--- src/rtl/cfgpkt_pkg.sv ---
// Shared encodings for the configuration packet decoder.
// Assumes the packet word layout is fixed at 32 bits.
package cfgpkt_pkg;
    localparam int WORD_W = 32;

    // Header type codes held in bits [31:29].
    localparam logic [2:0] HDR_SHORT = 3'b001;
    localparam logic [2:0] HDR_LONG  = 3'b010;

    // Bit position where the short-header address field starts.
    localparam int ADDR_LSB = 13;

    typedef enum logic [1:0] {
        OP_NOP   = 2'b00,
        OP_READ  = 2'b01,
        OP_WRITE = 2'b10,
        OP_RSVD  = 2'b11
    } opcode_e;

    typedef enum logic {
        ST_HEADER  = 1'b0,
        ST_PAYLOAD = 1'b1
    } parse_state_e;
endpackage

--- src/rtl/cfgpkt_parser.sv ---
// Header/payload parser. It reads each accepted word as either a header or a
// payload word. Write payloads are turned into registered write strobes, and
// frame data words are copied to a stream port.
// Assumes the input stream is already word-aligned and synchronized.
module cfgpkt_parser
    import cfgpkt_pkg::*;
#(
    parameter int ADDR_W     = 14,
    parameter int CNT1_W     = 11,
    parameter int CNT2_W     = 27,
    parameter int FDATA_ADDR = 2
) (
    input  logic              clk,
    input  logic              rst_n,
    input  logic              word_valid,
    input  logic [WORD_W-1:0] word_data,
    output logic              wr_strobe,
    output logic [ADDR_W-1:0] wr_addr,
    output logic [WORD_W-1:0] wr_data,
    output logic              fdata_valid,
    output logic [WORD_W-1:0] fdata_word,
    output logic              hdr_error
);
    localparam logic [ADDR_W-1:0] FDATA_SEL = ADDR_W'(FDATA_ADDR);
    localparam int                PAD_W     = CNT2_W - CNT1_W;

    parse_state_e      state;
    logic [CNT2_W-1:0] remaining;
    logic [ADDR_W-1:0] last_addr;
    opcode_e           last_op;
    logic              seen_short;

    logic [2:0]        f_type;
    opcode_e           f_op;
    logic [ADDR_W-1:0] f_addr;
    logic [CNT2_W-1:0] f_cnt_short;
    logic [CNT2_W-1:0] f_cnt_long;

    // Split the current word into header fields.
    always_comb begin
        f_type      = word_data[31:29];
        f_op        = opcode_e'(word_data[28:27]);
        f_addr      = word_data[ADDR_LSB +: ADDR_W];
        f_cnt_short = {{PAD_W{1'b0}}, word_data[CNT1_W-1:0]};
        f_cnt_long  = word_data[CNT2_W-1:0];
    end

    // Packet state machine: header decoding and payload counting.
    always_ff @(posedge clk) begin
        if (!rst_n) begin
            state      <= ST_HEADER;
            remaining  <= '0;
            last_addr  <= '0;
            last_op    <= OP_NOP;
            seen_short <= 1'b0;
            hdr_error  <= 1'b0;
        end else if (word_valid) begin
            if (state == ST_HEADER) begin
                case (f_type)
                    HDR_SHORT: begin
                        seen_short <= 1'b1;
                        last_addr  <= f_addr;
                        last_op    <= f_op;
                        if (f_op == OP_WRITE && f_cnt_short != '0) begin
                            remaining <= f_cnt_short;
                            state     <= ST_PAYLOAD;
                        end
                    end
                    HDR_LONG: begin
                        if (!seen_short) begin
                            hdr_error <= 1'b1;
                        end else if (last_op == OP_WRITE && f_cnt_long != '0) begin
                            remaining <= f_cnt_long;
                            state     <= ST_PAYLOAD;
                        end
                    end
                    default: hdr_error <= 1'b1;
                endcase
            end else begin
                remaining <= remaining - 1'b1;
                if (remaining == CNT2_W'(1)) begin
                    state <= ST_HEADER;
                end
            end
        end
    end

    // Register one write per accepted payload word.
    always_ff @(posedge clk) begin
        if (!rst_n) begin
            wr_strobe   <= 1'b0;
            wr_addr     <= '0;
            wr_data     <= '0;
            fdata_valid <= 1'b0;
            fdata_word  <= '0;
        end else begin
            wr_strobe   <= 1'b0;
            fdata_valid <= 1'b0;
            if (word_valid && state == ST_PAYLOAD) begin
                wr_strobe <= 1'b1;
                wr_addr   <= last_addr;
                wr_data   <= word_data;
                if (last_addr == FDATA_SEL) begin
                    fdata_valid <= 1'b1;
                    fdata_word  <= word_data;
                end
            end
        end
    end

    // A write strobe can only follow an accepted word.
    assert_strobe_needs_word_R11: assert property (@(posedge clk) disable iff (!rst_n)
        wr_strobe |-> $past(word_valid));

    // The stream port only carries words written to the frame data target.
    assert_stream_matches_write_R6: assert property (@(posedge clk) disable iff (!rst_n)
        fdata_valid |-> (wr_strobe && wr_addr == FDATA_SEL && fdata_word == wr_data));

    // Once raised, the error flag holds until reset.
    assert_error_sticky_R9: assert property (@(posedge clk) disable iff (!rst_n)
        hdr_error |=> hdr_error);

    // The payload counter never runs while it is at zero.
    assert_count_nonzero_R2: assert property (@(posedge clk) disable iff (!rst_n)
        (state == ST_PAYLOAD) |-> (remaining != '0));
endmodule

--- src/rtl/cfgpkt_regs.sv ---
// Frame address and command registers. A frame address load raises a
// one-cycle execute pulse in the following cycle, and the pulse carries the
// stored command. Assumes at most one write per cycle on the write bus.
module cfgpkt_regs
    import cfgpkt_pkg::*;
#(
    parameter int ADDR_W   = 14,
    parameter int FAR_ADDR = 1,
    parameter int CMD_ADDR = 4
) (
    input  logic              clk,
    input  logic              rst_n,
    input  logic              wr_strobe,
    input  logic [ADDR_W-1:0] wr_addr,
    input  logic [WORD_W-1:0] wr_data,
    output logic [WORD_W-1:0] frame_addr,
    output logic [WORD_W-1:0] cmd_reg,
    output logic              exec_pulse,
    output logic [WORD_W-1:0] exec_cmd
);
    localparam logic [ADDR_W-1:0] FAR_SEL = ADDR_W'(FAR_ADDR);
    localparam logic [ADDR_W-1:0] CMD_SEL = ADDR_W'(CMD_ADDR);

    logic far_hit;
    logic cmd_hit;

    // Decode which held register the current write targets.
    always_comb begin
        far_hit = wr_strobe && (wr_addr == FAR_SEL);
        cmd_hit = wr_strobe && (wr_addr == CMD_SEL);
    end

    // Load the held registers.
    always_ff @(posedge clk) begin
        if (!rst_n) begin
            frame_addr <= '0;
            cmd_reg    <= '0;
        end else begin
            if (far_hit) frame_addr <= wr_data;
            if (cmd_hit) cmd_reg    <= wr_data;
        end
    end

    // Execute the stored command after each frame address load.
    always_ff @(posedge clk) begin
        if (!rst_n) begin
            exec_pulse <= 1'b0;
            exec_cmd   <= '0;
        end else begin
            exec_pulse <= far_hit;
            if (far_hit) exec_cmd <= cmd_reg;
        end
    end

    // The pulse always follows a frame address write one cycle earlier.
    assert_exec_after_far_R8: assert property (@(posedge clk) disable iff (!rst_n)
        exec_pulse |-> $past(wr_strobe && wr_addr == FAR_SEL));

    // The pulse carries the command that is held when it fires.
    assert_exec_carries_cmd_R8: assert property (@(posedge clk) disable iff (!rst_n)
        exec_pulse |-> (exec_cmd == cmd_reg));

    // Without a frame address write the frame address holds.
    assert_far_holds_R7: assert property (@(posedge clk) disable iff (!rst_n)
        !(wr_strobe && wr_addr == FAR_SEL) |=> $stable(frame_addr));

    // Without a command write the command holds.
    assert_cmd_holds_R7: assert property (@(posedge clk) disable iff (!rst_n)
        !(wr_strobe && wr_addr == CMD_SEL) |=> $stable(cmd_reg));
endmodule

--- src/rtl/cfgpkt_decoder.sv ---
// Top of the configuration packet decoder. It joins the header/payload
// parser to the held-register bank. Assumes a synchronized 32-bit input.
module cfgpkt_decoder
    import cfgpkt_pkg::*;
#(
    parameter int ADDR_W     = 14,
    parameter int CNT1_W     = 11,
    parameter int CNT2_W     = 27,
    parameter int FAR_ADDR   = 1,
    parameter int FDATA_ADDR = 2,
    parameter int CMD_ADDR   = 4
) (
    input  logic              clk,
    input  logic              rst_n,
    input  logic              word_valid,
    input  logic [31:0]       word_data,
    output logic              wr_strobe,
    output logic [ADDR_W-1:0] wr_addr,
    output logic [31:0]       wr_data,
    output logic              fdata_valid,
    output logic [31:0]       fdata_word,
    output logic [31:0]       frame_addr,
    output logic [31:0]       cmd_reg,
    output logic              exec_pulse,
    output logic [31:0]       exec_cmd,
    output logic              hdr_error
);
    cfgpkt_parser #(
        .ADDR_W(ADDR_W), .CNT1_W(CNT1_W), .CNT2_W(CNT2_W), .FDATA_ADDR(FDATA_ADDR)
    ) u_parser (
        .clk(clk), .rst_n(rst_n),
        .word_valid(word_valid), .word_data(word_data),
        .wr_strobe(wr_strobe), .wr_addr(wr_addr), .wr_data(wr_data),
        .fdata_valid(fdata_valid), .fdata_word(fdata_word),
        .hdr_error(hdr_error)
    );

    cfgpkt_regs #(
        .ADDR_W(ADDR_W), .FAR_ADDR(FAR_ADDR), .CMD_ADDR(CMD_ADDR)
    ) u_regs (
        .clk(clk), .rst_n(rst_n),
        .wr_strobe(wr_strobe), .wr_addr(wr_addr), .wr_data(wr_data),
        .frame_addr(frame_addr), .cmd_reg(cmd_reg),
        .exec_pulse(exec_pulse), .exec_cmd(exec_cmd)
    );
endmodule

--- config.mk ---
export PLATFORM = sky130hd
export DESIGN_NAME = cfgpkt_decoder
export DESIGN_NICKNAME = d
export VERILOG_FILES = /design/src/rtl/cfgpkt_pkg.sv /design/src/rtl/cfgpkt_parser.sv /design/src/rtl/cfgpkt_regs.sv /design/src/rtl/cfgpkt_decoder.sv
export SDC_FILE = /design/constraint.sdc
export NUM_CORES = 1
export LEC_CHECK = 0
export CORE_ASPECT_RATIO = 1.25
export CORE_MARGIN = 5
export CORE_UTILIZATION = 40
export DETAILED_ROUTE_END_ITERATION = 6
export MAX_ROUTING_LAYER = met4
export PLACE_DENSITY = 0.67
export SYNTH_ARGS = -nofsm -noshare
export SYNTH_HDL_FRONTEND = slang
export SYNTH_SLANG_ARGS = --single-unit
--- constraint.sdc ---
create_clock -name clk -period 6.4 [get_ports clk]
set_input_delay 0.64 -clock clk [delete_from_list [all_inputs] [get_ports clk]]
set_output_delay 0.64 -clock clk [all_outputs]
set_load 0.02 [all_outputs]
# ---- Word-level counts from Yosys, hierarchy flattened
# Index checks and enable logic that the tools add are counted.
dict set report classes {
  add_sub_neg 1
  multipliers 0
  n_div 0
  n_lt_le_gt_ge 0
  n_eq_ne 12
  n_shift 0
  n_mux 15
  bitwise 2
  n_reduce_logical 13
}
# cell n
set op_table {}
lappend op_table {{$mux W27} 4}
lappend op_table {{$pmux W27 S2} 1}
lappend op_table {{$reduce_bool A27 Y1} 2}
lappend op_table {{$eq A27 B1 Y1 const B} 1}
lappend op_table {{$sub A27 B1 Y27 const B} 1}
lappend op_table {{$eq A14 B1 Y1 const B} 1}
lappend op_table {{$eq A14 B2 Y1 const B} 1}
lappend op_table {{$eq A14 B3 Y1 const B} 1}
lappend op_table {{$ne A3 B1 Y1 const B} 3}
lappend op_table {{$mux W1} 8}
lappend op_table {{$logic_and A1 B1 Y1} 5}
lappend op_table {{$reduce_and A5 Y1} 1}
lappend op_table {{$eq A2 B2 Y1 const B} 2}
lappend op_table {{$pmux W1 S2} 2}
lappend op_table {{$reduce_and A2 Y1} 2}
lappend op_table {{$reduce_and A4 Y1} 1}
lappend op_table {{$eq A3 B1 Y1 const B} 1}
lappend op_table {{$eq A3 B2 Y1 const B} 1}
lappend op_table {{$reduce_and A3 Y1} 1}
lappend op_table {{$reduce_bool A3 Y1} 1}
lappend op_table {{$ne A2 B2 Y1 const B} 1}
lappend op_table {{$not A1 Y1} 2}
dict set report totals {
  register_bits 223
  latchBits 0
  mem_bits_rw 0
  rom_bits 0
  inputBits 35
  output_inout_bits 178
  elab_cells 58
  memories 0
}

# ---- Longest topological paths before layout
# Gate-level depths: netlist (run 1).
dict set report logic_depth {
  word_depth 6
  depth_mapped 8
  ltp_nobuf 7
}

# ---- Cells and area by module
# Synthesis (run 1) repeated with hierarchy kept, for this count alone.
dict set report unflattened {
  hier_cells 1003
  hier_area_um2 9136.3
}
# mod instances cells_each area_each_um2 seq_area_each_um2
set by_module_without_submodules {}
lappend by_module_without_submodules {cfgpkt_parser 1 649 5542.8 2522.4}
lappend by_module_without_submodules {cfgpkt_regs 1 354 3593.4 1941.9}

# ---- Least setup slack after synthesis (run 1)
# No wires, ideal clock.
dict set report synth_path {
  path_kind {input port to flip-flop}
  start {input port word_data[4]}
  end {register u_parser.remaining[19]}
  setup_ns 0.122
  arrival_ns 2.311
  t_required_ns 6.278
  setup_slack_ns 3.967
  path_stages 6
  path_buffers 1
  path_cell_list {or4_1 -> nor3_1 -> o41a_1 -> buf_2 -> o21ai_1 -> a311o_1}
}
dict set report synth_via {
  elab_chain_len 4
  elab_cells_between_ends 7
  cone_classes {eq/ne (2); reduce/logical (5)}
}
# element line
set synth_lines {}
lappend synth_lines {{from (decl)} cfgpkt_decoder.sv:16} ;# input logic [31:0] word_data,
lappend synth_lines {{$reduce_bool A27 Y1, on equally long branches} {cfgpkt_parser.sv:72, cfgpkt_parser.sv:64}}
lappend synth_lines {{$logic_and A1 B1 Y1, on equally long branches} {cfgpkt_parser.sv:72, cfgpkt_parser.sv:64}}
lappend synth_lines {{$ne A3 B1 Y1 (no line)} -}
lappend synth_lines {{$reduce_and A5 Y1 (no line) (*)} -}
lappend synth_lines {{to (signal assigned)} cfgpkt_parser.sv:65} ;# remaining <= f_cnt_short;
lappend synth_lines {{to (signal assigned)} cfgpkt_parser.sv:73} ;# remaining <= f_cnt_long;
lappend synth_lines {{to (signal assigned)} cfgpkt_parser.sv:80} ;# remaining <= remaining - 1'b1;
lappend synth_lines {{to (decl)} cfgpkt_parser.sv:28} ;# logic [CNT2_W-1:0] remaining;
# Every way passes the cells marked *; elsewhere a longest branch is shown, timed or not.
# A chain may end at the register's enable or synchronous reset.

# ---- Final worst setup path (run 1)
dict set report layout_path {
  start {input port word_data[31]}
  end {register u_parser.remaining[19]}
}
dict set report layout_via {
  elab_chain_len 3
  elab_cells_between_ends 9
  cone_classes {eq/ne (5); mux (2); reduce/logical (2)}
}
# element line
set layout_lines {}
lappend layout_lines {{$eq A3 B2 Y1 or $eq A3 B1 Y1 (tied branches)} cfgpkt_parser.sv:59} ;# case (f_type)
lappend layout_lines {{$ne A3 B1 Y1 (no line) (tied with other cells)} -}
lappend layout_lines {{$reduce_and A5 Y1 (no line) or $mux W27 (tied branches)} -}
# Parallel ways exist; a longest one is shown, timed or not.

==> summary.txt, run 1 <==
Cell count of the worst hold path: 2
Total track usage: 0.216
Worst-skew pair later-pin latency: 0.50 ns
Die Area: 0.0251 mm^2
Setup TNS: 0 ns
P per Cell Area: 255 mW/mm^2
Die X: 143 um
DP HPWL: 18,900 um
Lkg Pwr: 0.00410 uW
Routed Antenna Nets: 0
Crit path required time: 6.79 ns
Core Box Area: 0.0216 mm^2
Net Count, Synth: 1,089
Final Hold Vio Count: 0
FFs w/ async S/R, synth: 0
Relative slew slack: 0.191
CTS sink count: 223
CP Capture Type: flip-flop
Library cells used by synthesis: 61
Post-layout utilization of the core: 0.546
Top area cells in the synthesized netlist: dfxtp_1, nand2_1, a21oi_1
CTS tree: built
Ratio of cells with drive above 1 in the final layout: 0.0531
Area delta synth->final: 34.0%
Least-Margin Pin Slew: 1.21 ns
Post-synth top cells: nand2_1, dfxtp_1, a21oi_1, nor2_1, mux2i_1
Worst hold slack: 0.451 ns
EDFF count, synth: 0
Synth Flop Type: dfxtp_1
Clock root buffer: clkbuf_16
First-pass GRT wire length: 43,000 um
Minimum clock period: 3.34 ns
Worst Reg-to-Reg Cells: 7
Largest stage delay, worst path: 0.95 ns
Post-Route WL: 27,500 um
Num CTS Buffers: 23
Synth top area share: 0.507
Final net count: 1,263
Post-synthesis average cell area: 8.38 um^2
F_max: 300 MHz
Post-CTS Setup Inserts: 0
Outcome: finished clean
Level count of the clock H-tree: 1
Final worst path period share: 0.522
Worst-path fanout max: 13
WL/cell: 18.1 um
Largest net degree at the start of global routing: 86
Port Buffers: 212
RSZ-0062 raised after global routing: no
CP startpoint kind: input port
Ys Warns: 0
Ant diodes: 0
Post-Syn Area: 0.00881 mm^2
Via/cell ratio: 5.39
# Max-Cap Violations: 0
Slew Viols, Final: 0
Via count: 8,197
Gpl congestion: 0.928
Post-CTS sizing: 0
Largest area contributor in the netlist: dfxtp_1
Most common cell in the synthesized netlist: nand2_1
HP Class: reg2reg
# rows: 60
DRC viols: 0
Initial Util: 0.408
Filler cell count: 2,063
DRT Pass-1 Iters: 6
CP max stage cell: a21oi_1
Top Ports: 213
Grt ovf: 0
DIE HEIGHT: 176 um
Skew final: 0.0115 ns
Crit path arrival time: 3.73 ns
1st-iter DRT viols: 743
Synth Register Bits: 223
Worst path cell trace: clkdlybuf4s50_1 -> nor4b_2 -> buf_4 -> nor4b_2 -> a21oi_1 -> buf_4 -> nand2_1 -> a311o_1
CTS hold repair buffers: 0
Setup violators final: 0
Maximum VDD drop: 201 uV
Number of antenna violations at the first check in global routing: 0
Final total power: 3020 uW
Post-synthesis cell count: 1,052
Crit Path Class: in2reg
Clock transition at the registers of the reported paths: 0.06 ns
Vias in the first global route: 7,595
Clock Tree Buf Depth: 3
Post-synthesis sequential area ratio: 0.507
[worst paths after layout]
check                       startpoint                      to  slack (ns)
hold / removal    u_regs.frame_addr[0]    u_regs.frame_addr[0]        0.45
setup / recovery         word_data[31]  u_parser.remaining[19]        3.06
hold reg to reg   u_regs.frame_addr[0]    u_regs.frame_addr[0]        0.45
setup reg to reg        u_parser.state  u_parser.remaining[19]        3.42
[through the flow]
step,cell area [um^2],cells,setup slack [ns]
after floorplan,8810,1052,3.97
after global placement,11100,1480,2.71
after detailed placement,11100,1480,2.65
after CTS,11800,1521,3.17
after global routing,11800,1521,2.80
final,11800,1521,3.06
[cell families (layout without fill, tap and decap cells)]
family / Yosys count / in the layout / share of synthesized area
flip-flops: 223 / 223 / 0.507
XOR/XNOR: 2 / 2 / 0.00199
adder cells (fa/ha/maj): 2 / 2 / 0.00284
multiplexers: 67 / 67 / 0.0762
AO/OA/AOI/OAI: 227 / 227 / 0.152
buffers and inverters: 82 / 272 / 0.0378
AND/OR/NAND/NOR: 449 / 449 / 0.223
[placed cells by master, fill, tap and decap left out, types with 4 or more instances in the layout]
cell             instances
nand2_1                272
clkbuf_1                 7
nor2_1                  85
o21a_1                   5
clkbuf_16               23
a21oi_1                143
nand2b_1                 4
nor4_1                  17
or3_1                    4
nand4_1                 13
clkbuf_8                 4
o21ai_0                 21
nor3_1                  12
inv_1                    5
a311oi_1                 7
dfxtp_1                223
clkinv_2                 6
a22oi_1                  4
a31oi_1                 12
or4_1                    4
mux2i_1                 66
buf_4                   12
clkdlybuf4s50_1        212
nand3_1                 10
[worst max-delay path, delay by kind of cell]
family	cells	cell delay, ns
AOI/OAI and AO/OA	2	1.34
buffers and inverters	3	1.21
and+or+nand+nor	3	0.54
[cell type report]
| class | instances | area [um^2] | area share |
|---|---|---|---|
| multi-input cells | 747 | 4040 | 0.342 |
| well taps | 279 | 349 | 0.0296 |
| flip-flops and latches | 223 | 4460 | 0.378 |
| clock inverters | 7 | 60.1 | 0.00509 |
| inverters | 7 | 31.3 | 0.00265 |
| clock buffers | 34 | 657 | 0.0556 |
| repair buffers | 224 | 2210 | 0.187 |
[where the power goes]
group | total, uW | switching [uW] | internal (uW) | leakage, uW
sequential | 1430 | 26.8 | 1410 | 0.00180
combinational | 288 | 186 | 102 | 0.00195
clock | 1290 | 544 | 749 | 0.000358
[routing by layer]
layer / wire length [um] / up-vias / part of all wire / track usage
met5: 0 / - / 0 / -
met4: 932 / 0 / 0.034 / 0.0792
met3: 1730 / 66 / 0.063 / 0.0312
met2: 13300 / 313 / 0.48 / 0.345
met1: 11500 / 3839 / 0.42 / 0.278
li1: - / 3979 / - / -
(Power assumes the default switching activity.)
==> run 2: changes to the inputs <==
clock period = 3.3 ns   (was 6.4 ns; I/O delays follow)
==> summary.txt, run 2 (synthesis results as in run 1) <==
Switching power: 1490 uW (+97%)
Via count: 8,261 (+0.78%)
Number of antenna violations at the first check in global routing: 0 (unchanged)
Routed Antenna Nets: 0 (unchanged)
Skew final: 0.0133 ns (+0.00177 ns)
Ratio of cells with drive above 1 in the final layout: 0.0735 (+0.0203)
Relative slew slack: 0.501 (+0.310)
Commonest non-fill, non-tap cells in the layout: nand2_1, dfxtp_1, clkdlybuf4s50_1, a21oi_1, nor2_1
Final worst slack: 0.803 ns (-2.26 ns)
HP Class: reg2reg
Grt ovf: 0 (unchanged)
Slew Viols, Final: 0 (unchanged)
Final net count: 1,287 (+1.9%)
Post-Route WL: 27,900 um (+1.4%)
Via/cell ratio: 5.35 (-0.78%)
DRC viols: 0 (unchanged)
Total track usage: 0.219 (+0.00344)
Clock root buffer: clkbuf_16
Initial Util: 0.408 (unchanged)
Seq pwr share: 0.465 (-0.011)
Core Box Area: 0.0216 mm^2 (unchanged)
Die X: 143 um (unchanged)
Post-layout utilization of the core: 0.558 (+0.0120)
Cells after DPL: 1,504 (+1.6%)
Critical path depth: 7 (-1)
CTS tree: built
Area delta synth->final: 37.0%
Clock Tree Buf Depth: 3 (unchanged)
DIE HEIGHT: 176 um (unchanged)
DRT Pass-1 Iters: 5 (-1)
WL/cell: 18.0 um (-0.14%)
CP Capture Type: flip-flop
Maximum VDD drop: 477 uV (+140%)
Final worst path period share: 0.757
Worst-path fanout max: 11 (-2)
Crit. Startpoint: u_parser.remaining[0]
Outcome: finished clean
Least-Margin Pin Slew: 0.742 ns (-0.471 ns)
Crit path required time: 3.65 ns (-3.14 ns)
Sw Ratio: 0.248 (-0.00241)
Top Ports: 213 (unchanged)
Cell count of the worst hold path: 2 (unchanged)
Port Buffers: 212 (unchanged)
Setup TNS: 0 ns (unchanged)
CTS hold repair buffers: 0 (unchanged)
Filler cell count: 2,045 (-0.87%)
Lkg Pwr: 0.00425 uW (+3.5%)
1st-iter DRT viols: 609 (-18%)
CP startpoint kind: flip-flop
Num CTS Buffers: 23 (unchanged)
Minimum clock period: 2.50 ns
DP HPWL: 19,500 um (+2.9%)
Largest stage delay, worst path: 0.62 ns (-0.33 ns)
Commonest non-fill, non-tap cell in the layout: nand2_1
Post-CTS Setup Inserts: 0 (unchanged)
CTS sink count: 223 (unchanged)
Reg2reg start: u_parser.remaining[0]
Worst Reg-to-Reg Cells: 7 (unchanged)
Clock network fraction of total power: 0.438 (+0.009)
CP max stage cell: or4_4
Die Area: 0.0251 mm^2 (unchanged)
CP Buf/Inv Count: 1 (-2)
Ant diodes: 0 (unchanged)
Setup violators final: 0 (unchanged)
Crit path arrival time: 2.85 ns (-0.88 ns)
Worst path cell trace: inv_1 -> ha_1 -> or4b_1 -> or4_4 -> o31a_2 -> o21ai_1 -> a311oi_1
Post-CTS sizing: 0 (unchanged)
RSZ-0062 raised after global routing: no
Combinational share of power: 0.098 (+0.002)
DP Worst Slack: 0.455 ns (-2.20 ns)
# rows: 60 (unchanged)
Clock transition at the registers of the reported paths: 0.06 ns (about the same)
Level count of the clock H-tree: 1 (unchanged)
Pint: 4500 uW (+99%)
CP delay by family, top: simple AND/OR/NAND/NOR gates
Largest net degree at the start of global routing: 65 (-24%)
Gpl congestion: 0.911 (-1.8%)
F_max: 400 MHz
Worst-skew pair later-pin latency: 0.50 ns (about the same)
First-pass GRT wire length: 43,800 um (+1.9%)
Crit Path Class: reg2reg
Vias in the first global route: 7,757 (+2.1%)
Hold path startpoint: u_regs.exec_cmd[23]
Final Hold Vio Count: 0 (unchanged)
# Max-Cap Violations: 0 (unchanged)
P per Cell Area: 496 mW/mm^2 (+94%)
Layout Cells excl Fill: 1,545 (+1.6%)
[run 2: final cells by class]
class,count,area [um^2],area share
multi-input combinational,747,4040,0.334
inverter,7,31.3,0.00259
sequential,223,4460,0.370
timing repair buffer,248,2430,0.201
clock buffer,32,659,0.0546
tap,279,349,0.0289
clock inverter,9,100,0.00829
[run 2: worst paths after layout]
path | end | slack [ns]
worst max-delay path | u_parser.remaining[24] | 0.80
worst min-delay path | u_regs.exec_cmd[23] | 0.45
worst max register to register | u_parser.remaining[24] | 0.80
worst min register to register | u_regs.exec_cmd[23] | 0.45
[run 2: worst min-delay path, stage by stage (launching register included)]
cell and delay [ns]:
dfxtp_1 0.31, nand2_1 0.05, a21oi_1 0.05
[run 2: metal layers]
layer  up-vias  part of all wire  wire (um)  global-route usage
met5         -                 0          0                   -
met4         0             0.025        701              0.0662
met3        49             0.054       1510              0.0263
met2       280              0.50      13900               0.362
met1      3899              0.42      11800               0.282
li1       4033                 -          -                   -
[run 2: stage by stage]
stage               total power, uW  hold WS [ns]  area (um^2)
floorplan                      3190         0.437         8810
global placement               3410         0.441        11300
detailed placement             3420         0.446        11300
CTS                            6040         0.455        12100
global route                   6230         0.470        12100
finish                         5990         0.452        12100
[run 2: power groups by stage]
stage | sequential (uW) | combinational [uW] | clock, uW
floorplan | 2840 | 348 | 0
global placement | 2840 | 572 | 0
detailed placement | 2840 | 576 | 0
CTS | 2780 | 578 | 2680
global route | 2790 | 633 | 2810
finish | 2780 | 585 | 2620
==> run 3: changes to the inputs <==
clock period = 2.3 ns   (was 3.3 ns; I/O delays follow)
==> summary.txt, run 3 (synthesis results as in run 1) <==
Outcome: finished with violations
Violated checks: setup timing
CTS tree: built
Initial Util: 0.408 (unchanged)
Crit Path Class: reg2reg
Clock root buffer: clkbuf_16
Routed Antenna Nets: 0 (unchanged)
Die X: 143 um (unchanged)
Final Hold Vio Count: 0 (unchanged)
# rows: 60 (unchanged)
CP max stage cell: or4_4
Final worst path period share: 1.01 (+0.253)
Hold Path Sink: u_parser.wr_data[7]
WL/cell: 18.2 um (+0.76%)
CP startpoint kind: flip-flop
First-pass GRT wire length: 46,200 um (+5.6%)
Post-Route WL: 29,500 um (+6.0%)
Final worst slack: -0.0226 ns (-0.826 ns)
Num CTS Buffers: 23 (unchanged)
Post-layout utilization of the core: 0.592 (+0.0343)
Gpl congestion: 1.02 (+12%)
Slew Viols, Final: 0 (unchanged)
Number of antenna violations at the first check in global routing: 0 (unchanged)
Least-Margin Pin Slew: 0.631 ns (-0.111 ns)
Via/cell ratio: 5.27 (-1.4%)
Final net count: 1,368 (+6.3%)
Setup TNS: -0.0453 ns (-0.0453 ns)
Clock transition at the registers of the reported paths: 0.07 ns (about the same)
R2r endpoint: u_parser.remaining[26]
Maximum VDD drop: 520 uV (+9.1%)
DRC viols: 0 (unchanged)
Filler cell count: 1,958 (-4.3%)
Hold path startpoint: word_data[7]
Relative slew slack: 0.578 (+0.0769)
Worst path cell trace: inv_2 -> ha_4 -> or4b_4 -> buf_6 -> or4_4 -> nor3_2 -> o21ai_1 -> a311oi_1
CTS sink count: 223 (unchanged)
Commonest non-fill, non-tap cells in the layout: nand2_1, dfxtp_1, clkdlybuf4s50_1, a21oi_1, buf_4
CP Capture Type: flip-flop
Largest stage delay, worst path: 0.55 ns (-0.07 ns)
Reg2Reg Setup Slack: -0.02 ns (-0.83 ns)
Top Ports: 213 (unchanged)
Minimum clock period: 2.32 ns (-0.174 ns)
Grt ovf: 0 (unchanged)
Area delta synth->final: 45.4%
P per Cell Area: 690 mW/mm^2 (+39%)
Port Buffers: 212 (unchanged)
Vias in the first global route: 8,260 (+6.5%)
Via count: 8,569 (+3.7%)
Worst-path fanout max: 5 (-6)
Cell count of the worst hold path: 4 (+2)
Commonest non-fill, non-tap cell in the layout: nand2_1
DP HPWL: 21,100 um (+8.4%)
1st-iter DRT viols: 485 (-20%)
Crit path required time: 2.72 ns (-0.93 ns)
Core Box Area: 0.0216 mm^2 (unchanged)
Worst Reg-to-Reg Cells: 8 (+1)
# Max-Cap Violations: 0 (unchanged)
Worst-skew pair later-pin latency: 0.51 ns (about the same)
DRT Pass-1 Iters: 6 (+1)
Die Area: 0.0251 mm^2 (unchanged)
DIE HEIGHT: 176 um (unchanged)
Skew final: 0.0214 ns (+0.00808 ns)
Lkg Pwr: 0.00467 uW (+10%)
F_max: 431 MHz (+7.5%)
HP Class: in2reg
Setup violators final: 3 (+3)
Ratio of cells with drive above 1 in the final layout: 0.136 (+0.0624)
Clock Tree Buf Depth: 3 (unchanged)
Largest net degree at the start of global routing: 65 (unchanged)
Level count of the clock H-tree: 1 (unchanged)
Ant diodes: 0 (unchanged)
Reg2reg start: u_parser.remaining[1]
Total track usage: 0.234 (+0.0143)
RSZ-0062 raised after global routing: yes
Crit path arrival time: 2.74 ns (-0.11 ns)
==> run 3: cell count changes in the layout (fill, tap and decap cells not counted), sizes merged <==
cell,delta
inv,+1
buf,+80
clkbuf,-2
bufinv,+1
or4,+1
==> run 3: layout make-up <==
cell class | instances | area (um^2) | area share
clock buffers | 30 | 622 | 0.0485
clock inverters | 11 | 139 | 0.0108
inverters | 7 | 31.3 | 0.00244
multi-input cells | 748 | 4110 | 0.320
flip-flops and latches | 223 | 4470 | 0.349
well taps | 279 | 349 | 0.0273
repair buffers | 328 | 3100 | 0.242
==> run 3: what timing repair did <==
action	4_1_cts	5_1_grt
pin swaps	6	7
hold endpoints to repair	0	0
hold buffers	0	0
gates resized for setup	9	9
cloned	1	0
buffers inserted	10	2
setup endpoints to repair	6	7
==> run 3: report_power, final <==
| part | switching, uW | total (uW) | internal, uW |
|---|---|---|---|
| Combinational | 607 | 1080 | 470 |
| Clock | 1540 | 3790 | 2250 |
| Sequential | 63.3 | 3980 | 3920 |
| Total | 2210 | 8840 | 6630 |
==> run 3: worst max-delay path: cells and delay by family (launching register included) <==
family | cells | cell delay [ns]
AND/OR/NAND/NOR | 3 | 1.23
AO/OA/AOI/OAI | 2 | 0.34
adder cells (fa/ha/maj) | 1 | 0.13
flip-flops | 1 | 0.33
buffers and inverters | 2 | 0.23
==> run 3: metal layers <==
layer	global-route usage	vias up	wire [um]
met4	0.0796	0	1010
li1	-	4191	-
met1	0.287	4023	12000
met5	-	-	0
met2	0.397	293	14800
met3	0.0274	62	1730
==> run 3: how the worst max path moves through the flow <==
| stage | slack (ns) | depth (start not counted) | startpoint | end |
|---|---|---|---|---|
| after global routing | -0.13 | 8 | u_parser.remaining[1] | u_parser.remaining[16] |
| after detailed placement | -0.32 | 8 | word_data[5] | u_parser.remaining[24] |
| final | -0.02 | 8 | u_parser.remaining[1] | u_parser.remaining[26] |
| after floorplan | 0.04 | 8 | u_parser.remaining[0] | u_parser.remaining[22] |
| after CTS | -0.05 | 7 | u_parser.remaining[1] | u_parser.remaining[24] |
| after global placement | -0.29 | 8 | word_data[4] | u_parser.remaining[19] |
==> run 3: metrics by stage <==
step | worst slack [ns] | area (um^2) | hold WS (ns) | total power (uW) | instances
final | -0.0226 | 12800 | 0.448 | 8840 | 1626
after global routing | -0.131 | 12800 | 0.470 | 9160 | 1626
after CTS | -0.0508 | 12800 | 0.434 | 8860 | 1624
after detailed placement | -0.319 | 11900 | 0.446 | 5040 | 1572
after global placement | -0.294 | 11900 | 0.441 | 5040 | 1572
after floorplan | 0.0448 | 8810 | 0.366 | 4570 | 1052
